[src/rtl/smm_pkg.sv]
package smm_pkg;

  typedef enum logic [1:0] {
    ROUTE_DRAM = 2'd0,
    ROUTE_GFX  = 2'd1,
    ROUTE_HUB  = 2'd2
  } route_e;

  typedef struct packed {
    logic [1:0] gfx_sel;
    logic [1:0] upper_sel;
    logic [1:0] lower_sel;
    logic [1:0] spare;
  } ctrl_t;

  localparam int unsigned HALF_MB_SHIFT = 19;

endpackage

[src/rtl/smm_ctrl_reg.sv]
module smm_ctrl_reg (
  input  logic        clk,
  input  logic        rst_n,
  input  logic        cfg_we,
  input  logic [7:0]  cfg_wdata,
  input  logic        lock_set,
  output smm_pkg::ctrl_t ctrl_q,
  output logic        locked_q
);
  import smm_pkg::*;

  ctrl_t ctrl_d;
  logic  locked_d;
  logic  reg_en;

  always_comb begin
    ctrl_d   = ctrl_q;
    locked_d = locked_q | lock_set;
    reg_en   = cfg_we | lock_set;
    if (cfg_we) begin
      if (!locked_q) begin
        ctrl_d       = ctrl_t'(cfg_wdata);
        ctrl_d.spare = 2'b00;
      end else if (ctrl_q.lower_sel[1]) begin
        ctrl_d.lower_sel[0] = cfg_wdata[2];
      end
    end
  end

  always_ff @(posedge clk or negedge rst_n) begin
    if (!rst_n) begin
      ctrl_q   <= '0;
      locked_q <= 1'b0;
    end else if (reg_en) begin
      ctrl_q   <= ctrl_d;
      locked_q <= locked_d;
    end
  end

endmodule

[src/rtl/smm_carve_calc.sv]
module smm_carve_calc #(
  parameter int unsigned       ADDR_W  = 32,
  parameter logic [ADDR_W-1:0] MEM_TOP = 32'h0400_0000
) (
  input  smm_pkg::ctrl_t    ctrl,
  output logic [ADDR_W-1:0] top_seg_base,
  output logic              top_seg_on,
  output logic [ADDR_W-1:0] usable_top,
  output logic              gfx_en
);
  import smm_pkg::*;

  localparam logic [ADDR_W-1:0] SZ_HALF = ADDR_W'(1) << HALF_MB_SHIFT;
  localparam logic [ADDR_W-1:0] SZ_FULL = ADDR_W'(1) << (HALF_MB_SHIFT + 1);

  logic [ADDR_W-1:0] top_sz;
  logic [ADDR_W-1:0] gfx_sz;

  function automatic logic [ADDR_W-1:0] size_of(input logic [1:0] sel);
    case (sel)
      2'b10:   size_of = SZ_HALF;
      2'b11:   size_of = SZ_FULL;
      default: size_of = '0;
    endcase
  endfunction

  always_comb begin
    top_sz       = size_of(ctrl.upper_sel);
    gfx_sz       = size_of(ctrl.gfx_sel);
    top_seg_on   = ctrl.upper_sel[1];
    top_seg_base = MEM_TOP - top_sz;
    usable_top   = top_seg_base - gfx_sz;
    gfx_en       = |ctrl.gfx_sel;
  end

endmodule

[src/rtl/smm_addr_decode.sv]
module smm_addr_decode #(
  parameter int unsigned       ADDR_W   = 32,
  parameter logic [ADDR_W-1:0] MEM_TOP  = 32'h0400_0000,
  parameter logic [ADDR_W-1:0] LEG_LO   = 32'h000A_0000,
  parameter logic [ADDR_W-1:0] LEG_HI   = 32'h000B_FFFF,
  parameter logic [ADDR_W-1:0] ALIAS_LO = 32'hFEEA_0000,
  parameter logic [ADDR_W-1:0] ALIAS_HI = 32'hFEEB_FFFF
) (
  input  smm_pkg::ctrl_t    ctrl,
  input  logic [ADDR_W-1:0] addr,
  input  logic              is_write,
  input  logic              is_code,
  input  logic              is_cpu,
  input  logic              in_smm,
  input  logic [ADDR_W-1:0] top_seg_base,
  input  logic              top_seg_on,
  input  logic [ADDR_W-1:0] usable_top,
  input  logic              gfx_en,
  output smm_pkg::route_e   route_d
);
  import smm_pkg::*;

  logic smm_cpu;
  logic hit_leg, hit_alias, hit_top;
  logic leg_dram;
  logic alias_on;

  always_comb begin
    smm_cpu   = in_smm & is_cpu;
    hit_leg   = (addr >= LEG_LO) && (addr <= LEG_HI);
    hit_alias = (addr >= ALIAS_LO) && (addr <= ALIAS_HI);
    hit_top   = top_seg_on && (addr >= top_seg_base) && (addr < MEM_TOP);
    alias_on  = (ctrl.upper_sel != 2'b00) && (ctrl.lower_sel == 2'b00);

    case (ctrl.lower_sel)
      2'b01:   leg_dram = 1'b1;
      2'b10:   leg_dram = smm_cpu & is_code & ~is_write;
      2'b11:   leg_dram = smm_cpu;
      default: leg_dram = 1'b0;
    endcase

    if (hit_leg) begin
      route_d = leg_dram ? ROUTE_DRAM : (gfx_en ? ROUTE_GFX : ROUTE_HUB);
    end else if (hit_alias && alias_on) begin
      route_d = smm_cpu ? ROUTE_DRAM : ROUTE_HUB;
    end else if (hit_top) begin
      route_d = smm_cpu ? ROUTE_DRAM : ROUTE_HUB;
    end else if (addr < usable_top) begin
      route_d = ROUTE_DRAM;
    end else begin
      route_d = ROUTE_HUB;
    end
  end

endmodule

[src/rtl/smm_range_decoder.sv]
module smm_range_decoder #(
  parameter int unsigned       ADDR_W  = 32,
  parameter logic [ADDR_W-1:0] MEM_TOP = 32'h0400_0000
) (
  input  logic              clk,
  input  logic              rst_n,
  input  logic              cfg_we,
  input  logic [7:0]        cfg_wdata,
  input  logic              lock_set,
  output logic [7:0]        cfg_rdata,
  input  logic              req_valid,
  input  logic [ADDR_W-1:0] req_addr,
  input  logic              req_write,
  input  logic              req_code,
  input  logic              req_cpu,
  input  logic              smm_mode,
  output logic              route_valid,
  output logic [1:0]        route,
  output logic [ADDR_W-1:0] usable_top,
  output logic              gfx_en
);
  import smm_pkg::*;

  ctrl_t             ctrl_q;
  logic              locked_q;
  logic [ADDR_W-1:0] top_seg_base;
  logic              top_seg_on;
  route_e            route_d;
  route_e            route_q;
  logic              route_valid_q;

  smm_ctrl_reg u_reg (
    .clk      (clk),
    .rst_n    (rst_n),
    .cfg_we   (cfg_we),
    .cfg_wdata(cfg_wdata),
    .lock_set (lock_set),
    .ctrl_q   (ctrl_q),
    .locked_q (locked_q)
  );

  smm_carve_calc #(.ADDR_W(ADDR_W), .MEM_TOP(MEM_TOP)) u_carve (
    .ctrl        (ctrl_q),
    .top_seg_base(top_seg_base),
    .top_seg_on  (top_seg_on),
    .usable_top  (usable_top),
    .gfx_en      (gfx_en)
  );

  smm_addr_decode #(.ADDR_W(ADDR_W), .MEM_TOP(MEM_TOP)) u_dec (
    .ctrl        (ctrl_q),
    .addr        (req_addr),
    .is_write    (req_write),
    .is_code     (req_code),
    .is_cpu      (req_cpu),
    .in_smm      (smm_mode),
    .top_seg_base(top_seg_base),
    .top_seg_on  (top_seg_on),
    .usable_top  (usable_top),
    .gfx_en      (gfx_en),
    .route_d     (route_d)
  );

  always_ff @(posedge clk or negedge rst_n) begin
    if (!rst_n) begin
      route_valid_q <= 1'b0;
    end else begin
      route_valid_q <= req_valid;
    end
  end

  always_ff @(posedge clk or negedge rst_n) begin
    if (!rst_n) begin
      route_q <= ROUTE_DRAM;
    end else if (req_valid) begin
      route_q <= route_d;
    end
  end

  assign cfg_rdata   = ctrl_q;
  assign route_valid = route_valid_q;
  assign route       = route_q;

endmodule

[config.mk]
export PLATFORM = sky130hd
export DESIGN_NAME = smm_range_decoder
export DESIGN_NICKNAME = d
export VERILOG_FILES = /design/src/rtl/smm_pkg.sv /design/src/rtl/smm_ctrl_reg.sv /design/src/rtl/smm_carve_calc.sv /design/src/rtl/smm_addr_decode.sv /design/src/rtl/smm_range_decoder.sv
export SDC_FILE = /design/constraint.sdc
export NUM_CORES = 1
export LEC_CHECK = 0
export ABC_CLOCK_PERIOD_IN_PS = 5630
export BUFFER_PORTS_ARGS = -buffer_cell sky130_fd_sc_hd__buf_4
export CORE_MARGIN = 2
export CORE_UTILIZATION = 55
export CTS_CLUSTER_DIAMETER = 100
export DETAILED_ROUTE_END_ITERATION = 8
export PLACE_DENSITY = 0.9
export SYNTH_ARGS = -nofsm -noshare
export SYNTH_HDL_FRONTEND = slang
export SYNTH_HIERARCHICAL = 1
export SYNTH_SLANG_ARGS = --single-unit
export TNS_END_PERCENT = 50
[constraint.sdc]
create_clock -name clk -period 5.63 [get_ports clk]
set_clock_uncertainty 0.1 [all_clocks]
set_input_delay 1.126 -clock clk [delete_from_list [all_inputs] [get_ports clk]]
set_output_delay 1.126 -clock clk [all_outputs]
set_load 0.01 [all_outputs]
# [Word-level counts from Yosys, hierarchy flattened]
# Index checks and enable logic that the tools add are counted.
[totals] output_inout_bits=44 latch_bits=0 mem_count=0 word_cells=54 mem_bits_rw=0 mem_bits_ro=0 reg_bits=10
[classes] mux=12 n_shift=0 add_sub_neg=2 reduce_logical=11 n_eq_ne=8 div=0 multipliers=0 order_cmp=7 bitwise=7
[ops] operator="one-hot mux 21 bit (2 select lines)" count=2
[ops] operator="greater-or-equal comparator 32 x 20 -> 1 bit, second input constant" count=1
[ops] operator="greater-or-equal comparator 32 bit" count=1
[ops] operator="greater-or-equal comparator 32 bit, second input constant" count=1
[ops] operator="<= comparator 32 x 20 -> 1 bit, second input constant" count=1
[ops] operator="<= comparator 32 bit, second input constant" count=1
[ops] operator="less-than comparator 32 x 27 -> 1 bit, second input constant" count=1
[ops] operator="less-than comparator 32 bit" count=1
[ops] operator="subtractor 32 x 21 -> 32 bit" count=1
[ops] operator="subtractor 27 x 21 -> 28 bit, first input constant" count=1
[ops] operator="2-to-1 mux 2 bit" count=7
[ops] operator="equality test 2 bit, second input constant" count=6
[ops] operator="logical AND 1 bit" count=6
[ops] operator="AND reduction 3 bit" count=2
[ops] operator="bitwise AND 1 bit" count=3
[ops] operator="one-hot mux 1 bit (3 select lines)" count=1
[ops] operator="equality test 2 x 1 -> 1 bit, second input constant" count=1
[ops] operator="logical NOT 2 bit" count=1
[ops] operator="2-to-1 mux 1 bit" count=2
[ops] operator="!= test 2 x 1 -> 1 bit, second input constant" count=1
[ops] operator="NOT 1 bit" count=2
[ops] operator="OR 1 bit" count=2
[ops] operator="nonzero test 2 bit" count=1
[ops] operator="OR reduction 2 bit" count=1

# [Longest topological paths before layout]
# Gate-level depths: netlist of the first run.
[depth] word_depth=9 ltp_mapped=17 depth_no_buf=16

# [By module]
# Netlist of the first run, hierarchy kept.
[by_module_without_submodules] module="smm_addr_decode" cells_each=241 n_inst=1 area_per_inst_um2=1701.6
[by_module_without_submodules] module="smm_carve_calc" cells_each=78 n_inst=1 area_per_inst_um2=586.8
[by_module_without_submodules] module="smm_ctrl_reg" cells_each=20 n_inst=1 area_per_inst_um2=297.8
[by_module_without_submodules] module="smm_range_decoder" cells_each=5 n_inst=1 area_per_inst_um2=97.6

# [Worst setup path before layout of the first run]
# Ideal clock, no wire load.
[synth_timing] kind="input port to flip-flop" startpoint="input port req_addr[28]" endpoint="register route_q[1] (netlist: route[1])" n_path_buf=0 t_required_ps=5405 setup_slack_ps=2059 stages=8 t_arrival_ps=3346 path_cell_list="or4_4 > or4b_4 > or4_4 > a311oi_2 > nor3_1 > nand2_2 > mux2i_1 > mux2_2"
[synth_between] elab_chain_len=6 word_cells_on_any_way=16 cone_classes="order compare: 7; mux: 4; reduce/logical: 5"
[synth_lines] element="start: declaration" line="smm_range_decoder.sv:12" source="input logic [ADDR_W-1:0] req_addr,"
[synth_lines] element="greater-or-equal comparator 32 bit" line="smm_addr_decode.sv:32" source="hit_top = top_seg_on && (addr >= top_seg_base) && (addr < MEM_TOP);"
[synth_lines] element="logical AND 1 bit (2 in series)" line="smm_addr_decode.sv:32"
[synth_lines] element="2-to-1 mux 2 bit" line="smm_addr_decode.sv:46" source="end else if (hit_top) begin"
[synth_lines] element="2-to-1 mux 2 bit" line="smm_addr_decode.sv:44" source="end else if (hit_alias && alias_on) begin"
[synth_lines] element="2-to-1 mux 2 bit *" line="smm_addr_decode.sv:42" source="if (hit_leg) begin"
[synth_lines] element="named net route_d[1]" line="smm_range_decoder.sv:28" source="route_e route_d;"
[synth_lines] element="end signal: assignment" line="smm_range_decoder.sv:76" source="route_q <= route_d;"
[synth_lines] element="end: declaration" line="smm_range_decoder.sv:29" source="route_e route_q;"
# The timed path passes the listed nets; every way through them passes the cells marked *.
# A chain may end at the register's enable or synchronous reset.

# [Final worst setup path of the first run]
# Same ends and word-level chain as after synthesis.

==> run summary, run 1 <==
The area share of the largest cell type after synthesis came out at 0.322. The number of cells on the worst reg-to-reg path is 15. The via-per-instance ratio works out to 4.78. Compared with the post-synthesis result, the final layout area differs by 13.8%. Across all register-to-register paths, the minimum setup slack is 2.06 ns.

Before antenna repair, the detailed router went through 4 iterations. The register area share after synthesis is 0.0932, and the first-pass GRT wire length is 8890 um. For the die area, the log shows 5450 um^2.

Source of the critical timing path: req_addr[28]. TritonCTS built the clock tree. The final count of hold timing violations was 0. Summed over all nets, the switching power comes to 0.199 mW.

The Yosys warning count was 6; the sequential cell fraction of total power was 0.183. Row generation in the floorplan step produced 25 rows. The met1 capacity usage during global routing came out at 0.228.

In this run the clock root is driven by a sky130_fd_sc_hd__clkbuf_8. Hold timing on the final database bottoms out at a slack of 0.407 ns. The initial core utilization was 0.568.

Critical path's slowest cell: sky130_fd_sc_hd__or4_4. The total area inside the core boundary comes to 4720 um^2. Most used cell along the critical path: sky130_fd_sc_hd__or4_4. The number of antenna diodes in the final layout is 0. The worst hold path class was flip-flop to flip-flop.

The most heavily used metal layer in global routing is met2. Yosys attributes the largest share of cell area to sky130_fd_sc_hd__ha_1, sky130_fd_sc_hd__buf_4, sky130_fd_sc_hd__inv_1. The number of vias in the routed layout is 2246. The share of power burned in combinational logic was 0.637. The number of antenna violations at the first check in global routing was 0; the number of setup buffers added after CTS was 0.

In the layout the commonest cells are sky130_fd_sc_hd__inv_1, sky130_fd_sc_hd__ha_1, sky130_fd_sc_hd__buf_4. The met3 demand-to-capacity share in global routing was 0.0219; the post-synthesis sequential element count was 10. The flow ran to the end, and the final reports show no timing, DRC or antenna violations. The logs give 0.489 mW for the overall power after layout and 0 for the post-cts sizing count. In this design, the stage delay of the slowest critical-path cell is 0.57 ns.

The routed design has 5360 um of wire. STA puts the critical path data required time at 5.64 ns. For this run, the post-layout net count is 523.

The maximum operating frequency is 0.276 GHz. Adding up every negative setup slack in the final design gives 0 ns. The largest driver fanout on the critical path is 4.

Max-cap violations in this run came to 0. The summed instance area of the synthesized netlist was 2680 um^2; the clock input transition at the sequential cells of the worst setup and hold paths was 0.05 ns. The logs give 0 for the total overflow reported by the global router and 2234 for the number of global-route vias before repair. The die is 73.9 um tall. At the end of routability-driven placement, the weighted congestion stood at 0.888. Detail-routed net length per standard cell: 11.4 um. The critical path goes through buf_4, or4_4, or4b_4, or4_4, a311oi_2, nor3_1, nand2_2, mux2i_1, mux2_2. The number of top-level pins is 93. The met2 capacity usage during global routing is 0.395. Setup violations remaining at the end of the flow were counted as 0.

Path type of the worst setup path: input port to flip-flop. The origin of the critical flop-to-flop path is u_reg/ctrl_q[5]. Dividing total power by cell area gives a power density of 160 nW/um^2.

The run gives 0.635 as the worst max-slew margin expressed relative to the limit. The run gives 0.180 as the proportion of power drawn by the clock network. The internal power of the cells totals 0.290 mW.

The half-perimeter wire length of the detailed placement result came out at 4880 um. Endpoint class of the critical path: a flip-flop. In this run, distinct cell masters in the synthesized netlist total 42. In this run the static leakage power is 1.62 nW. Synthesis produced 344 cells. For the worst-skew pair, the clock arrives at the later sink with an insertion delay of 0.23 ns. The largest net degree at the start of global routing was 11; the core occupancy in the finished layout was 0.647. In this run the mean area of a mapped cell was 7.80 um^2. Following the worst setup path forward leads to its endpoint at route[1].

In the routed design, unresolved DRC markers number 0. After the first detailed-routing iteration, the DRC count stood at 66. The number of buffers between clock root and the deepest sink came out at 2. From left edge to right edge, the die measures 73.9 um. The startpoint class of the critical path is an input port. The run gives 1 as the H-tree level count. The final-report max-slew violation count was 0. The count of nets left with antenna violations once routing finished came out at 0. The synthesized design spends more area on one cell type than any other, namely sky130_fd_sc_hd__ha_1.

The number of fill cells was 408; the cts-stage hold buffer count was 0. The fraction of layout instances using a drive strength above 1 was 0.213; the data arrival time of the worst path was 3.63 ns. The tools report the total routing usage reported by global routing as 0.199. CTS saw 10 sinks.

The beginning of the worst hold path is route[0]. Maximum VDD drop: 0.169 mV. Fraction of power spent switching nets: 0.407. The number of buffers added by the clock tree synthesis step is 3, and the share of the clock period used by the worst path after layout is 0.643. Worst-margin pin slew: 0.533 ns. The quantity of I/O buffers inserted on ports works out to 64. The most common cell after layout, fill and taps aside was sky130_fd_sc_hd__inv_1.

The worst register-to-register path ends at route[1]. The worst path needs 3.62 ns of the cycle, external delays included. Setup repair after global routing left no endpoint under its margin.
[worst min-delay path by stage]
stage | to | slack (ns) | cells past startpoint
after floorplan | u_reg/locked_q | 0.42 | 1
after detailed placement | route[0] | 0.40 | 1
after global placement | route[0] | 0.39 | 1
after CTS | route[0] | 0.41 | 1
final | route[0] | 0.41 | 1
after global routing | route[0] | 0.44 | 1
[area by class of cell]
type / instances / area, um^2 / area share
inverters: 73 / 274 / 0.0897
well taps: 67 / 83.8 / 0.0274
clock buffers: 4 / 55.1 / 0.0180
flip-flops and latches: 10 / 250 / 0.0819
repair buffers: 64 / 480 / 0.157
multi-input cells: 252 / 1910 / 0.626
[metrics by stage]
stage | cells | instance area [um^2] | setup WS, ns
after floorplan | 392 | 2860 | 2.06
after global placement | 466 | 3000 | 1.82
after detailed placement | 466 | 3000 | 1.77
after CTS | 470 | 3060 | 2.02
after global routing | 470 | 3060 | 1.79
final | 470 | 3060 | 2.01
[cells by family after synthesis]
group,Yosys count,share of synthesized area
DFF,10,0.0932
AOI/OAI and AO/OA,61,0.143
buffers and inverters,130,0.262
muxes,9,0.0387
adders and majority gates,70,0.329
other,2,0.00280
and+or+nand+nor,62,0.132
[synthesized netlist by cell type (all sizes together)]
| cell type | n |
|---|---|
| nand2b | 3 |
| a2111oi | 1 |
| o311ai | 1 |
| a41oi | 1 |
| and2b | 1 |
| ha | 69 |
| mux2i | 1 |
| a31oi | 2 |
| a21boi | 1 |
| o21ai | 11 |
| o31ai | 1 |
| a221oi | 1 |
| nand4b | 2 |
| or2 | 2 |
| nand2 | 19 |
| inv | 73 |
| mux2 | 8 |
| fa | 1 |
| or4b | 1 |
| a211oi | 2 |
| nor3 | 2 |
| nand4 | 10 |
| nand3 | 5 |
| nor2 | 8 |
| a21oi | 25 |
| a311oi | 1 |
| nor4 | 4 |
| o21a | 2 |
| a21o | 11 |
| dfrtp | 10 |
| conb | 2 |
| a2bb2oi | 1 |
| and3 | 2 |
| nor2b | 1 |
| or4 | 2 |
| buf | 57 |
[flip-flops by register name (all words and copies together) (netlist names)]
signal          cells
u_reg/locked_q      1
u_reg/ctrl_q        6
route_valid         1
route               2
[routing by layer]
layer	vias to the layer above	part of all wire
met3	4	0.050
met5	-	0
met1	1016	0.40
met4	0	0.0039
li1	1178	-
met2	48	0.54
[critical path, delay by kind of cell]
kind | cells | cell delay (ns)
muxes | 2 | 0.33
buffers and inverters | 1 | 0.13
and+or+nand+nor | 5 | 1.83
AOI/OAI and AO/OA | 1 | 0.22
[power groups by stage]
stage                     sequential (mW)  clock (mW)  combinational [mW]
after global placement             0.0901           0               0.295
after global routing               0.0909      0.0952               0.355
after CTS                          0.0893      0.0914               0.311
after floorplan                    0.0913           0               0.227
after detailed placement           0.0905           0               0.308
final                              0.0894      0.0882               0.312
(Power assumes the default switching activity.)
==> run 2, diff against run 1 <==
ABC_AREA = 1   (was unset)
ABC_CLOCK_PERIOD_IN_PS = 3000   (was 5630)
CORE_UTILIZATION = 48   (was 55)
PLACE_DENSITY = 0.82   (was 0.9)
clock period = 3 ns   (was 5.63 ns; I/O delays follow)
==> run 2 against run 1 <==
First-iteration DRC count is 41% higher; total power grew 91%; sequential power up 80%; worst hold slack got worse by 0.33 ns; count of clock-buffer cells in the layout unchanged; non-clock buffer count rose by 7; synthesized cell count is 30% higher; setup slack got worse by 1.9 ns; clock power is 90% higher; critical path type is now flip-flop to flip-flop; highest routed layer unchanged; critical path depth rose by 10; largest cell class unchanged; critical endpoint unchanged.
==> run summary, run 2 <==
The flow ran to the end, and the final reports show no timing, DRC or antenna violations. Register area share after synthesis: 0.0860 (-0.00726). The power per unit of standard cell area is 272 nW/um^2 (+70%). The logs give 28 (+12%) for the number of placement rows and 446 (+30%) for the number of instances in the synthesized netlist. The path type of the worst setup path is flip-flop to flip-flop. The number of flip-flops under the largest register name was 6 (unchanged); the data arrival time of the worst path was 2.95 ns (-0.68 ns). The mean instance size in the synthesized netlist works out to 6.53 um^2 (-16%). The largest total area in the synthesized netlist belongs to sky130_fd_sc_hd__ha_1.

The final count of hold timing violations is 0 (unchanged), and the wire length after detailed routing is 5980 um (+11%). The count of TritonRoute iterations in the first routing pass came out at 4 (unchanged). The total overflow reported by the global router came out at 0 (unchanged).

The quantity of I/O buffers inserted on ports is 64 (unchanged). The reported leakage power was 1.89 nW (+17%); the area growth from synthesis to layout was 17.9%. The number of sinks driven by the clock tree is 10 (unchanged).

The tools report the summed instance area of the synthesized netlist as 2910 um^2 (+8.4%). The number of buffers added by the clock tree synthesis step was 3 (unchanged); the routability congestion estimate was 0.822 (-7.4%). Worst hold path class: input port to async pin.

The logs give 93 (+41%) for the starting DRC count in detailed routing and 0.180 (-0.0195) for the total routing usage reported by global routing. Setup repair after global routing could not meet its margin everywhere. The largest driver fanout on the critical path is 3 (-1). Number of vias in the routed layout: 2630 (+17%). The run gives 0 (unchanged) as the antenna diode count. The most common cell after layout, fill and taps aside is sky130_fd_sc_hd__nand2_1. The post-synthesis sequential element count came out at 10 (unchanged). The cell that appears most often on the critical path is sky130_fd_sc_hd__inv_2.

The dominant register cell in the synthesized netlist was sky130_fd_sc_hd__dfrtp_1. The cell sitting at the root of the clock tree is a sky130_fd_sc_hd__clkbuf_8. The share of the clock period used by the worst path after layout was 0.977; the number of flops mapped to enable cells by yosys was 0 (unchanged). For the final-report max-slew violation count, the log shows 0 (unchanged). The signal on the critical path passes through inv_1, nor2_2, inv_2, ha_4, inv_2, fa_2, inv_2, ha_4, inv_2, ha_1, a21oi_2, o21ai_1, o21bai_1, a21oi_1, nand4_1, nand3_1, nand2_1, nand2_1, nand2_1.

The maximum VDD drop was 0.331 mV (+95%). Share of synthesized flip-flops with an asynchronous set or reset: 1.00 (unchanged). TritonCTS built the clock tree.

The detail-routed net length per standard cell works out to 10.2 um (-11%). The number of buffers between clock root and the deepest sink is 2 (unchanged), and the area share of the largest cell type after synthesis is 0.297 (-0.0250). STA classifies the critical path startpoint as a flip-flop. First-pass GRT wire length: 9860 um (+11%). The fraction of layout instances using a drive strength above 1 came out at 0.207 (-0.00596). Broken down by cell family, the worst path's largest delay share belongs to adder cells. Static timing analysis puts the maximum clock frequency at 0.341 GHz. The worst hold margin was 0.0797 ns (-0.328 ns); the via-per-instance ratio was 4.49 (-6.1%). The post-route setup TNS is 0 ns (unchanged). Among all stages on the critical path, the largest delay is contributed by sky130_fd_sc_hd__dfrtp_1.

The Yosys warning count is 6 (unchanged), and the buffer and inverter count on the worst path is 5 (+4). After synthesis, the most frequently instantiated cells are sky130_fd_sc_hd__nand2_1, sky130_fd_sc_hd__inv_1, sky130_fd_sc_hd__ha_1. Most flop-heavy register: u_reg/ctrl_q. The initial core utilization was 0.494 (-0.0737); the height of the die was 81.9 um (+11%). The endpoint class of the critical path was a flip-flop. The logs give 0 (unchanged) for the DRC violation count after routing and 3.02 ns (-2.62 ns) for the worst path required time. The library cells used most frequently in the layout, excluding fill and tap cells, are sky130_fd_sc_hd__nand2_1, sky130_fd_sc_hd__inv_1, sky130_fd_sc_hd__buf_4.

Number of top-level pins: 93 (unchanged). Largest net degree at the start of global routing: 11 (unchanged). The die area was 6700 um^2 (+23%); the clock network latency to the later pin of the worst-skew pair was 0.23 ns (about the same). The max-cap check violation count is 0 (unchanged). Sorting the synthesized cells by area gives the leading types as sky130_fd_sc_hd__ha_1, sky130_fd_sc_hd__buf_4, sky130_fd_sc_hd__nand2_1.

The tools report the number of antenna violations at the first check in global routing as 0 (unchanged). The source of the critical timing path is u_reg/ctrl_q[5]. The cell with the most instances after synthesis was sky130_fd_sc_hd__nand2_1.

The clock input transition at the sequential cells of the worst setup and hold paths is 0.05 ns (about the same), and the delay contributed by the slowest stage of the critical path is 0.35 ns (-0.22 ns). The count of nets left with antenna violations after detail routing is 0 (unchanged), and the final net count is 631 (+21%). The number of endpoints failing setup at the final stage was 0 (unchanged).

The half-perimeter wire length of the detailed placement result was 5200 um (+6.6%). For the placeable core region, the log shows 5890 um^2 (+25%). The origin of the critical flop-to-flop path is u_reg/ctrl_q[5]. The worst path in the final design needs a cycle of 2.93 ns, including I/O delays and setup. The logs give 32 (-24%) for the unique cell type count in the Yosys netlist and 2491 (+12%) for the number of global-route vias before repair.

The H-tree level count was 1 (unchanged); the die extent in x was 81.9 um (+11%).
==> run 2: through the flow <==
step | area [um^2] | cells | total power, mW | setup slack (ns) | util
final | 3430 | 586 | 0.934 | 0.0690 | 0.583
after global routing | 3430 | 586 | 1.03 | -0.156 | 0.583
after CTS | 3380 | 585 | 0.901 | 0.0195 | 0.574
after detailed placement | 3260 | 577 | 0.697 | -0.0529 | 0.554
after global placement | 3260 | 577 | 0.673 | 0.0668 | 0.554
after floorplan | 3110 | 494 | 0.564 | 0.0159 | -
==> run 2: routing by layer <==
metal,share of wire,vias up,global-route usage,wire [um]
met3,0.042,7,0.0132,249
met4,0.0080,0,0.0450,48
li1,-,1428,-,-
met2,0.50,64,0.339,3010
met1,0.45,1131,0.218,2670
met5,0,-,0,0
==> run 2: final timing paths <==
path                                   end  slack [ns]  cells after the start
setup reg to reg                  route[1]        0.07                     19
hold reg to reg                   route[0]        0.38                      2
min in group clk                  route[0]        0.38                      2
hold / removal             u_reg/ctrl_q[3]        0.08                      1
max in group asynchronous  u_reg/ctrl_q[6]        2.58                      1
setup / recovery                  route[1]        0.07                     19
==> run 2: final cells by class <==
class	instances	area [um^2]
clock buffers	4	55.1
flip-flops and latches	10	250
multi-input cells	326	2120
well taps	75	93.8
repair buffers	71	533
fillers	563	2450
inverters	100	378
==> run 2: cell families (layout without fill, tap and decap cells) <==
group	Yosys count	count (layout)	share of synthesized area
DFF	10	10	0.0860
other	2	50	0.00258
adders and majority gates	70	70	0.304
AOI/OAI and AO/OA	47	47	0.0890
and+or+nand+nor	159	159	0.239
buffers and inverters	158	175	0.280
==> run 2: report_power, final <==
part | internal [mW] | leakage, nW | switching [mW]
Sequential | 0.147 | 0.125 | 0.0133
Clock | 0.115 | 0.0288 | 0.0525
Combinational | 0.287 | 1.74 | 0.319
Total | 0.550 | 1.89 | 0.384
==> run 2: what timing repair did <==
item                                   in CTS  in global routing
setup buffers                               4                  1
endpoints found under the hold margin       0                  0
pin swaps                                   9                 13
hold buffers                                0                  0
cloned                                      0                  0
gates resized for setup                     8                  9
setup endpoints to repair                   1                  1
==> run 2: worst reg2reg max path, delay by kind of cell, from the launching register on <==
kind / cells / cell delay [ns]
adders and majority gates: 4 / 1.08
AOI/OAI and AO/OA: 4 / 0.52
and+or+nand+nor: 6 / 0.47
DFF: 1 / 0.35
buffers and inverters: 5 / 0.30
